## src/rtl/irq_route_pkg.sv

```systemverilog
package irq_route_pkg;

  localparam int CODE_W = 4;

  // Word slot inside a bank's 16-byte window
  typedef enum logic [1:0] {
    SLOT_RT_LO = 2'd0,
    SLOT_RT_HI = 2'd1,
    SLOT_CLR   = 2'd2,
    SLOT_STAT  = 2'd3
  } slot_e;

  typedef struct packed {
    logic       hit;
    logic [7:0] bank;
    slot_e      slot;
  } dec_t;

  // Split a byte address into bank and slot; hit only for aligned, in-range words
  function automatic dec_t decode_addr(input logic [15:0] addr,
                                       input logic [15:0] base,
                                       input logic [11:0] nbanks);
    dec_t        d;
    logic [15:0] off;
    off    = addr - base;
    d.hit  = (addr >= base) && (off[15:4] < nbanks) && (off[1:0] == 2'b00);
    d.bank = off[11:4];
    d.slot = slot_e'(off[3:2]);
    return d;
  endfunction

  // A code selects destination k only when it names a real destination
  function automatic logic code_selects(input logic [CODE_W-1:0] code,
                                        input logic [CODE_W-1:0] k,
                                        input logic [CODE_W-1:0] ndest);
    return (code < ndest) && (code == k);
  endfunction

endpackage

```

## src/rtl/irq_pend_bank.sv

```systemverilog
module irq_pend_bank #(
  parameter int W = 16
) (
  input  logic         clk,
  input  logic         rst_n,
  input  logic [W-1:0] evt,
  input  logic [W-1:0] clr_mask,
  output logic [W-1:0] pend
);

  // Clear first, then set: an event in the same cycle keeps the bit pending
  always_ff @(posedge clk or negedge rst_n) begin
    if (!rst_n) pend <= '0;
    else        pend <= (pend & ~clr_mask) | evt;
  end

endmodule

```

## src/rtl/irq_route_bank.sv

```systemverilog
module irq_route_bank #(
  parameter int W      = 16,
  parameter int CODE_W = 4,
  parameter int DATA_W = 32
) (
  input  logic                clk,
  input  logic                rst_n,
  input  logic                wr_en,
  input  logic                wr_slot,
  input  logic [DATA_W-1:0]   wdata,
  output logic [W*CODE_W-1:0] codes
);

  localparam int NREG = (W * CODE_W) / DATA_W;

  for (genvar r = 0; r < NREG; r++) begin : g_word
    logic [DATA_W-1:0] word_q;

    always_ff @(posedge clk or negedge rst_n) begin
      if (!rst_n)                          word_q <= '0;
      else if (wr_en && (wr_slot == 1'(r))) word_q <= wdata;
    end

    assign codes[r*DATA_W +: DATA_W] = word_q;
  end

endmodule

```

## src/rtl/irq_dest_merge.sv

```systemverilog
module irq_dest_merge
  import irq_route_pkg::*;
#(
  parameter int NCOND = 64,
  parameter int NDEST = 8
) (
  input  logic                    clk,
  input  logic                    rst_n,
  input  logic [NCOND-1:0]        pend,
  input  logic [NCOND*CODE_W-1:0] codes,
  output logic [NDEST-1:0]        irq_q
);

  logic [NDEST-1:0] dest_hit;

  for (genvar k = 0; k < NDEST; k++) begin : g_dest
    always_comb begin
      dest_hit[k] = 1'b0;
      for (int i = 0; i < NCOND; i++) begin
        if (pend[i] && code_selects(codes[i*CODE_W +: CODE_W],
                                    CODE_W'(k), CODE_W'(NDEST)))
          dest_hit[k] = 1'b1;
      end
    end
  end

  always_ff @(posedge clk or negedge rst_n) begin
    if (!rst_n) irq_q <= '0;
    else        irq_q <= dest_hit;
  end

endmodule

```

## src/rtl/irq_router.sv

```systemverilog
module irq_router
  import irq_route_pkg::*;
#(
  parameter int              NUM_BANKS = 4,
  parameter int              BANK_BITS = 16,
  parameter int              NUM_DEST  = 8,
  parameter int              ADDR_W    = 12,
  parameter int              DATA_W    = 32,
  parameter logic [ADDR_W-1:0] BASE_ADDR = 12'h280
) (
  input  logic                           clk,
  input  logic                           rst_n,
  input  logic [NUM_BANKS*BANK_BITS-1:0] evt_i,
  input  logic [ADDR_W-1:0]              reg_addr,
  input  logic                           reg_we,
  input  logic [DATA_W-1:0]              reg_wdata,
  output logic [DATA_W-1:0]              reg_rdata,
  output logic [NUM_DEST-1:0]            irq_o
);

  localparam int NCOND  = NUM_BANKS * BANK_BITS;
  localparam int BANK_W = (NUM_BANKS > 1) ? $clog2(NUM_BANKS) : 1;
  localparam int RT_W   = BANK_BITS * CODE_W;
  localparam int NREG   = RT_W / DATA_W;

  // Named internal events for the checker
  dec_t                    dec;
  logic [NCOND-1:0]        pend_all;
  logic [NCOND-1:0]        clr_mask;
  logic [NCOND*CODE_W-1:0] route_flat;
  logic                    clr_sel;

  logic [BANK_BITS-1:0] pend_bank [NUM_BANKS];
  logic [DATA_W-1:0]    rt_word   [NUM_BANKS][NREG];

  assign dec     = decode_addr(16'(reg_addr), 16'(BASE_ADDR), 12'(NUM_BANKS));
  assign clr_sel = dec.hit && (dec.slot == SLOT_CLR);

  for (genvar b = 0; b < NUM_BANKS; b++) begin : g_bank
    logic sel;
    logic rt_we;

    assign sel   = dec.hit && (dec.bank == 8'(b));
    assign rt_we = reg_we && sel &&
                   ((dec.slot == SLOT_RT_LO) || (dec.slot == SLOT_RT_HI));
    assign clr_mask[b*BANK_BITS +: BANK_BITS] =
      (reg_we && sel && (dec.slot == SLOT_CLR)) ? reg_wdata[BANK_BITS-1:0] : '0;

    irq_pend_bank #(.W(BANK_BITS)) u_pend (
      .clk      (clk),
      .rst_n    (rst_n),
      .evt      (evt_i[b*BANK_BITS +: BANK_BITS]),
      .clr_mask (clr_mask[b*BANK_BITS +: BANK_BITS]),
      .pend     (pend_all[b*BANK_BITS +: BANK_BITS])
    );

    irq_route_bank #(.W(BANK_BITS), .CODE_W(CODE_W), .DATA_W(DATA_W)) u_route (
      .clk     (clk),
      .rst_n   (rst_n),
      .wr_en   (rt_we),
      .wr_slot (dec.slot[0]),
      .wdata   (reg_wdata),
      .codes   (route_flat[b*RT_W +: RT_W])
    );

    assign pend_bank[b] = pend_all[b*BANK_BITS +: BANK_BITS];
    for (genvar r = 0; r < NREG; r++) begin : g_rw
      assign rt_word[b][r] = route_flat[b*RT_W + r*DATA_W +: DATA_W];
    end
  end

  always_comb begin
    reg_rdata = '0;
    if (dec.hit) begin
      unique case (dec.slot)
        SLOT_RT_LO, SLOT_RT_HI:
          reg_rdata = rt_word[dec.bank[BANK_W-1:0]][dec.slot[0]];
        SLOT_STAT:
          reg_rdata = {{(DATA_W-BANK_BITS){1'b0}}, pend_bank[dec.bank[BANK_W-1:0]]};
        default:
          reg_rdata = '0;
      endcase
    end
  end

  irq_dest_merge #(.NCOND(NCOND), .NDEST(NUM_DEST)) u_merge (
    .clk   (clk),
    .rst_n (rst_n),
    .pend  (pend_all),
    .codes (route_flat),
    .irq_q (irq_o)
  );

endmodule

```

## config.mk

```make
export PLATFORM = sky130hd
export DESIGN_NAME = irq_router
export DESIGN_NICKNAME = d
export VERILOG_FILES = /design/src/rtl/irq_route_pkg.sv /design/src/rtl/irq_pend_bank.sv /design/src/rtl/irq_route_bank.sv /design/src/rtl/irq_dest_merge.sv /design/src/rtl/irq_router.sv
export SDC_FILE = /design/constraint.sdc
export NUM_CORES = 1
export LEC_CHECK = 0
export BUFFER_PORTS_ARGS = -buffer_cell sky130_fd_sc_hd__buf_4
export CORE_MARGIN = 3
export CORE_UTILIZATION = 40
export DETAILED_ROUTE_END_ITERATION = 8
export GPL_TIMING_DRIVEN = 0
export PLACE_DENSITY = 0.61
export SLEW_MARGIN = 15
export SYNTH_ARGS = -nofsm -noshare
export SYNTH_HDL_FRONTEND = slang
export SYNTH_SLANG_ARGS = --single-unit
```

## constraint.sdc

```tcl
create_clock -name clk -period 3.65 [get_ports clk]
set_input_delay 0.73 -clock clk [delete_from_list [all_inputs] [get_ports clk]]
set_output_delay 0.73 -clock clk [all_outputs]
set_load 0.01 [all_outputs]
```

---- Word-level counts from Yosys, hierarchy flattened ----
Cells that the tools add are included.
storage, ports and cells
  flip-flop bits (word level) ............. 328
  input bits .............................. 111
  output and inout port bits .............. 40
  word-level logic and storage cells ...... 2197
cells by class
  $add $sub $neg .......................... 1
  magnitude comparators ................... 68
  equality and inequality tests ........... 454
  muxes and demuxes ....................... 527
  bitwise gates (word level) .............. 15
  reduce and logical (&&, ||, !) cells .... 1119
operators with widths
  kind                                                         count
  logical AND 1 bit                                            1050
  equality test 4 x 3 -> 1 bit, second input constant          256
  equality test 4 x 2 -> 1 bit, second input constant          128
  2-to-1 mux 1 bit                                             512
  equality test 4 x 1 -> 1 bit, second input constant          64
  zero test 4 bit                                              64
  less-than comparator 4 bit, second input constant            64
  binary-select mux 64 bit (select 2 bit)                      1
  2-to-1 mux 32 bit                                            4
  2-to-1 mux 64 bit                                            2
  2-to-1 mux 16 bit                                            6
  AND 16 bit                                                   4
  NOT 16 bit                                                   4
  bitwise OR 16 bit                                            4
  one-hot mux 32 bit (2 select lines)                          1
  binary-select mux 16 bit (select 2 bit)                      1
  equality test 8 x 2 -> 1 bit, second input constant          2
  subtractor 12 x 10 -> 13 bit, second input constant          1
  >= comparator 12 x 10 -> 1 bit, second input constant        1
  less-than comparator 12 x 3 -> 1 bit, second input constant  1
  equality test 8 x 1 -> 1 bit, second input constant          1
  zero test 8 bit                                              1
  equality test 2 bit, second input constant                   2
  zero test 2 bit                                              2
  8 further kinds                                              8

---- Logic depth before layout (Yosys ltp) ----
  word-level depth ........................ 67
  depth in mapped cells ................... 9
  depth with buffers taken out ............ 7

---- By module ----
From an unflattened synthesis, not the netlist that was laid out.
second synthesis, totals
  cell total of the unflattened synthesis .. 1793
  area, all modules ....................... 20063.0 µm²
by module, submodules not included
  module          times used  cells each  area an instance (µm²)  sequential area each (µm²)
  irq_route_bank  4           137         2426.1                  1601.5
  irq_dest_merge  1           754         4827.1                  200.2
  irq_router      1           299         3209.3                  0.0
  irq_pend_bank   4           48          580.6                   400.4

---- Worst setup path before layout ----
OpenSTA, ideal clock, no wires.
  path type ............................... input port to output port
  from .................................... input reg_addr[7]
  to ...................................... output reg_rdata[21]
  data arrival time ....................... 2.410 ns
  required time ........................... 2.920 ns
  path slack .............................. 0.510 ns
  cell stages on the path ................. 8
  buffers on the path ..................... 2
  path through ............................ inv_1 -> ha_1 -> nor4b_2 -> o21ai_2 -> a211o_1 -> buf_2 -> clkbuf_1 -> a21oi_1
on the way
  longest elaborated chain between the ends .. 5
  elaborated cells between the ends (all ways) .. 6
  classes of those cells .................. 1 x add/sub; 2 x order compare; 1 x mux; 2 x reduce/logical
ends and longest elaborated chain
  element                               RTL line             RTL
  from (decl)                           irq_router.sv:14     input logic [ADDR_W-1:0] reg_addr,
  subtractor 12 x 10 -> 13 bit          irq_route_pkg.sv:25  off = addr - base;
  less-than comparator 12 x 3 -> 1 bit  irq_route_pkg.sv:26  d.hit = (addr >= base) && (off[15:4] < nbanks) && (off[1:0] == 2'b00);
  logical AND 1 bit (*) (2 in a row)    irq_route_pkg.sv:26
  2-to-1 mux 32 bit (*)                 irq_router.sv:74     if (dec.hit) begin
  to (decl)                             irq_router.sv:17     output logic [DATA_W-1:0] reg_rdata,
Every way passes the cells marked *; elsewhere a longest branch is shown, timed or not.

---- Worst setup path after layout ----
  from .................................... input reg_addr[4]
  to ...................................... output reg_rdata[7]
on the way
  longest elaborated chain between the ends .. 10
  elaborated cells between the ends (all ways) .. 17
  classes of those cells .................. 1 x add/sub; 2 x order compare; 11 x mux; 1 x bitwise; 2 x reduce/logical
ends and longest elaborated chain
  element                                               RTL line                            RTL
  subtractor 12 x 10 -> 13 bit                          irq_route_pkg.sv:25
  NOT 2 -> 3 bit (not written as such)                  irq_router.sv:77, irq_router.sv:79
  binary-select mux 64 bit (select 2 bit)               irq_router.sv:77                    reg_rdata = rt_word[dec.bank[BANK_W-1:0]][dec.slot[0]];
  2-to-1 mux 64 bit (not written as such) (2 in a row)  irq_router.sv:77
  2-to-1 mux 32 bit (not written as such) (3 in a row)  irq_router.sv:77
  one-hot mux 32 bit (2 select lines)                   irq_router.sv:75                    unique case (dec.slot)
  2-to-1 mux 32 bit (*)                                 irq_router.sv:74
Every way passes the cells marked *; elsewhere a longest branch is shown, timed or not. The select of a mux whose other input is x is not followed.

==> impl_metrics.csv <==
group,metric,value,unit
outcome,status,"finished clean",
setup_path,crit_family,"multiplexers",
global_route,gr-total-overflow,0,
detailed_routing,drtIter0Drc,2613,
timing,hold_ws,0.0356,ns
setup_path,endpoint_kind,"output port",
timing,min_period,3.63,ns
placed_design,dp_hpwl,98800,um
timing,hold_viol,0,
detailed_routing,drc,0,
timing,fin_worst_skew,0.0155,ns
power_and_ir_drop,ir_drop,0.411,mV
final_layout,regArea,8210,sq um
global_route,grt_pass1_vias,18390,
logic_synthesis,synth.cell_area,20200,sq um
setup_path,path_cells,"buf_4 > buf_2 > buf_6 > mux4_2 > mux2_2 > a22oi_1 > nor2_1 > buf_4",
final_layout,syn2layout_area_growth,16.6,%
clock_network,clock_path_buffers,3,
min_path,hp-class,"input pin to async pin",
timing,finalCritPeriodShare,99.4,%
setup_path,worst_path_max_delay_cell,"mux4_2",
placed_design,port_buffers,149,
global_route,grt_max_degree,109,
detailed_routing,wl_per_cell,46.4,um
floorplanning,fp-row-count,81,
setup_path,arrival,2.90,ns
global_route,grt_pass1_wl,163000,um
clock_network,clkSlewWorstSetupHoldPaths,0.06,ns
setup_path,ff2ff_setup_slack,0.52,ns
floorplanning,fp.dieArea,53300,sq um
logic_synthesis,synth-edff-count,0,
detailed_routing,viasPerCell,7.14,
detailed_routing,via_count,18722,
clock_network,cts_buffers,36,
final_layout,final_area,23600,sq um
logic_synthesis,synth_seq_cells,328,
logic_synthesis,synth_warnings,0,
timing,slew_violations,0,
setup_path,path_buf_inv,4,
logic_synthesis,yosysSeqAreaShare,40.6,%
clock_network,cts_tree,"done",
placed_design,dpl_cell_area,22300,sq um
setup_path,critPathMostFrequentCell,"buf_4",
timing,tightest_slew,1.23,ns
logic_synthesis,synth_top_flop_cell,"dfrtp_1",
timing,setup_viol,0,
logic_synthesis,synth-async-reset-ratio,100,%
floorplanning,start_util,40.9,%
setup_path,worstReg2RegEnd,"u_merge.irq_q[4]$_DFF_PN0_",
final_layout,fin_nets,2041,
setup_path,critPathMaxStageDelay,0.67,ns
floorplanning,ios,151,
setup_path,required,2.92,ns
detailed_routing,firstDrtPassIters,5,
logic_synthesis,avgSynthCellArea,11.7,sq um
global_route,grt_antenna_before_repair,12,
power_and_ir_drop,p_per_area,334,nW/um^2
setup_path,rr_worst_depth,5,
flow_run,drv_cap,0,
setup_path,worst_r2r_startpoint,"g_bank[1].u_route.g_word[0].word_q[24]$_DFFE_PN0P_",
logic_synthesis,synth.distinct_cells,40,
timing,relSlewSlack,17.1,%
global_route,grtUsageTotal,45.2,%
final_layout,fill_cells,4493,
floorplanning,dieWidth,231,um
floorplanning,die_y,231,um
clock_network,h-tree-depth,2,
power_and_ir_drop,p_leak,10.1,nW
logic_synthesis,syn_inst,1736,
detailed_routing,ant_nets,0,
setup_path,path_max_fanout,10,
timing,max_freq,0.276,GHz
final_layout,drive_gt1_share,36.1,%
setup_path,worstSetupPathType,"input pin to output port",
logic_synthesis,synth_nets,1848,
floorplanning,coreArea,49500,sq um
setup_path,worst_setup_path_start_kind,"input pin",
placed_design,place.gp.congestion,1.11,
clock_network,insertion_delay,0.56,ns
timing,rsz0062_at_grt,"yes",
clock_network,cts.sinks,328,
detailed_routing,routed_wl,122000,um
clock_network,root_buffer,"clkbuf_16",
final_layout,multi_input_area,11500,sq um
[where the power goes]
part           switching [mW]  leakage [nW]  internal, mW  total, mW
Combinational           0.331          5.25         0.179      0.510
Sequential            0.00914          4.24          3.64       3.65
Clock                    1.54         0.574          2.17       3.71
[flip-flops by register name, indices dropped and copies added, names as in the netlist]
name,cells
u_merge.irq_q,8
g_bank.u_pend.pend,64
g_bank.u_route.g_word.word_q,256
[synth_stat cells (2+ instances only)]
cell       number  area [sq um]
nor4_4          3          63.8
o21ai_0         2          10.0
a21oi_1        16          80.1
mux2_2        116          1310
or2_2          13          81.3
a2111oi_4       4           110
dfrtp_1       328          8210
nand4_1        19           119
o32ai_1        46           403
buf_1           2          7.51
o22ai_1       166          1040
clkbuf_1       34           128
or3b_2         68           596
mux2_1          6          67.6
a22oi_1        16           120
or3_1           6          37.5
buf_2          19          95.1
nand2_1       162           608
inv_1          13          48.8
nand3b_1       64           480
nor4_1         64           400
mux2_4        150          2250
or4_1          11          82.6
nor2b_1         2          12.5
nor2_1         22          82.6
mux4_2         80          1800
a21o_1         65           488
nor3_1         90           450
nand2b_1      116           726
buf_6          15           169
buf_4           9          67.6
[cells by family after synthesis]
logic type               synth area share (%)
AO/OA/AOI/OAI                            11.3
flip-flops                               40.6
buffers and inverters                    2.55
adder cells (fa/ha/maj)                0.0618
multiplexers                             26.8
AND/OR/NAND/NOR                          18.7
[layout make-up]
class	instances	area share [%]
inverters	13	0.207
clock buffers	57	4.75
repair buffers	156	5.28
clock inverters	5	0.233
plain buffers	78	2.26
diodes	4	0.0424
flip-flops and latches	328	34.8
well taps	664	3.52
multi-input cells	1316	48.9
[worst register-to-register path, cell delays in order (launching register included)]
cell and delay (ns):
dfrtp_1 0.60, nand2b_1 0.31, o22ai_1 0.16, nor4_1 0.86, nand4_1 0.47, or4_1 0.59
[cells in the final DEF, fill, tap and decap left out, types with 31 or more instances in the layout]
master,synthesis,layout
nand2b_1,116,116
nor3_1,90,90
a21o_1,65,65
o32ai_1,46,46
mux2_4,150,150
mux2_2,116,116
nand3b_1,64,64
nor4_1,64,64
clkbuf_16,0,37
clkbuf_1,34,31
o22ai_1,166,166
or3b_2,68,68
buf_4,9,164
mux4_2,80,80
nand2_1,162,162
dfrtp_1,328,328
[metrics by stage]
step | setup WS, ns | total power [mW] | instances | util, % | TNS [ns]
floorplan | 0.510 | 3.88 | 1736 | - | 0
global placement | -1.35 | 4.18 | 2549 | 44.8 | -389.11
detailed placement | -0.862 | 4.20 | 2554 | 45.1 | -42.44
CTS | 0.00594 | 7.88 | 2615 | 47.6 | 0
global route | -0.0277 | 8.05 | 2617 | 47.7 | -0.113
finish | 0.0236 | 7.87 | 2621 | 47.7 | 0
[worst max-delay path by stage]
stage / startpoint / end / cells past startpoint
floorplan: reg_addr[7] / reg_rdata[21] / 8
global placement: reg_addr[5] / reg_rdata[15] / 8
detailed placement: reg_addr[5] / reg_rdata[14] / 8
CTS: reg_addr[4] / reg_rdata[13] / 8
global route: reg_addr[4] / reg_rdata[7] / 8
finish: reg_addr[4] / reg_rdata[7] / 8
[metal layers]
layer	vias up	GRT usage [%]	share of wire, %
li1	7177	-	-
met1	9775	59.0	39
met2	1425	66.2	42
met3	333	15.2	12
met4	12	24.5	6.9
met5	-	0	0.058
[repair_timing]
item / 4_1_cts / 5_1_grt
cloned: 0 / 0
endpoints found under the setup margin: 32 / 24
hold endpoints to repair: 0 / 0
resized for setup: 30 / 6
hold buffers: 0 / 0
pin swaps: 0 / 3
buffers inserted: 0 / 2
(Power assumes the default switching activity.)
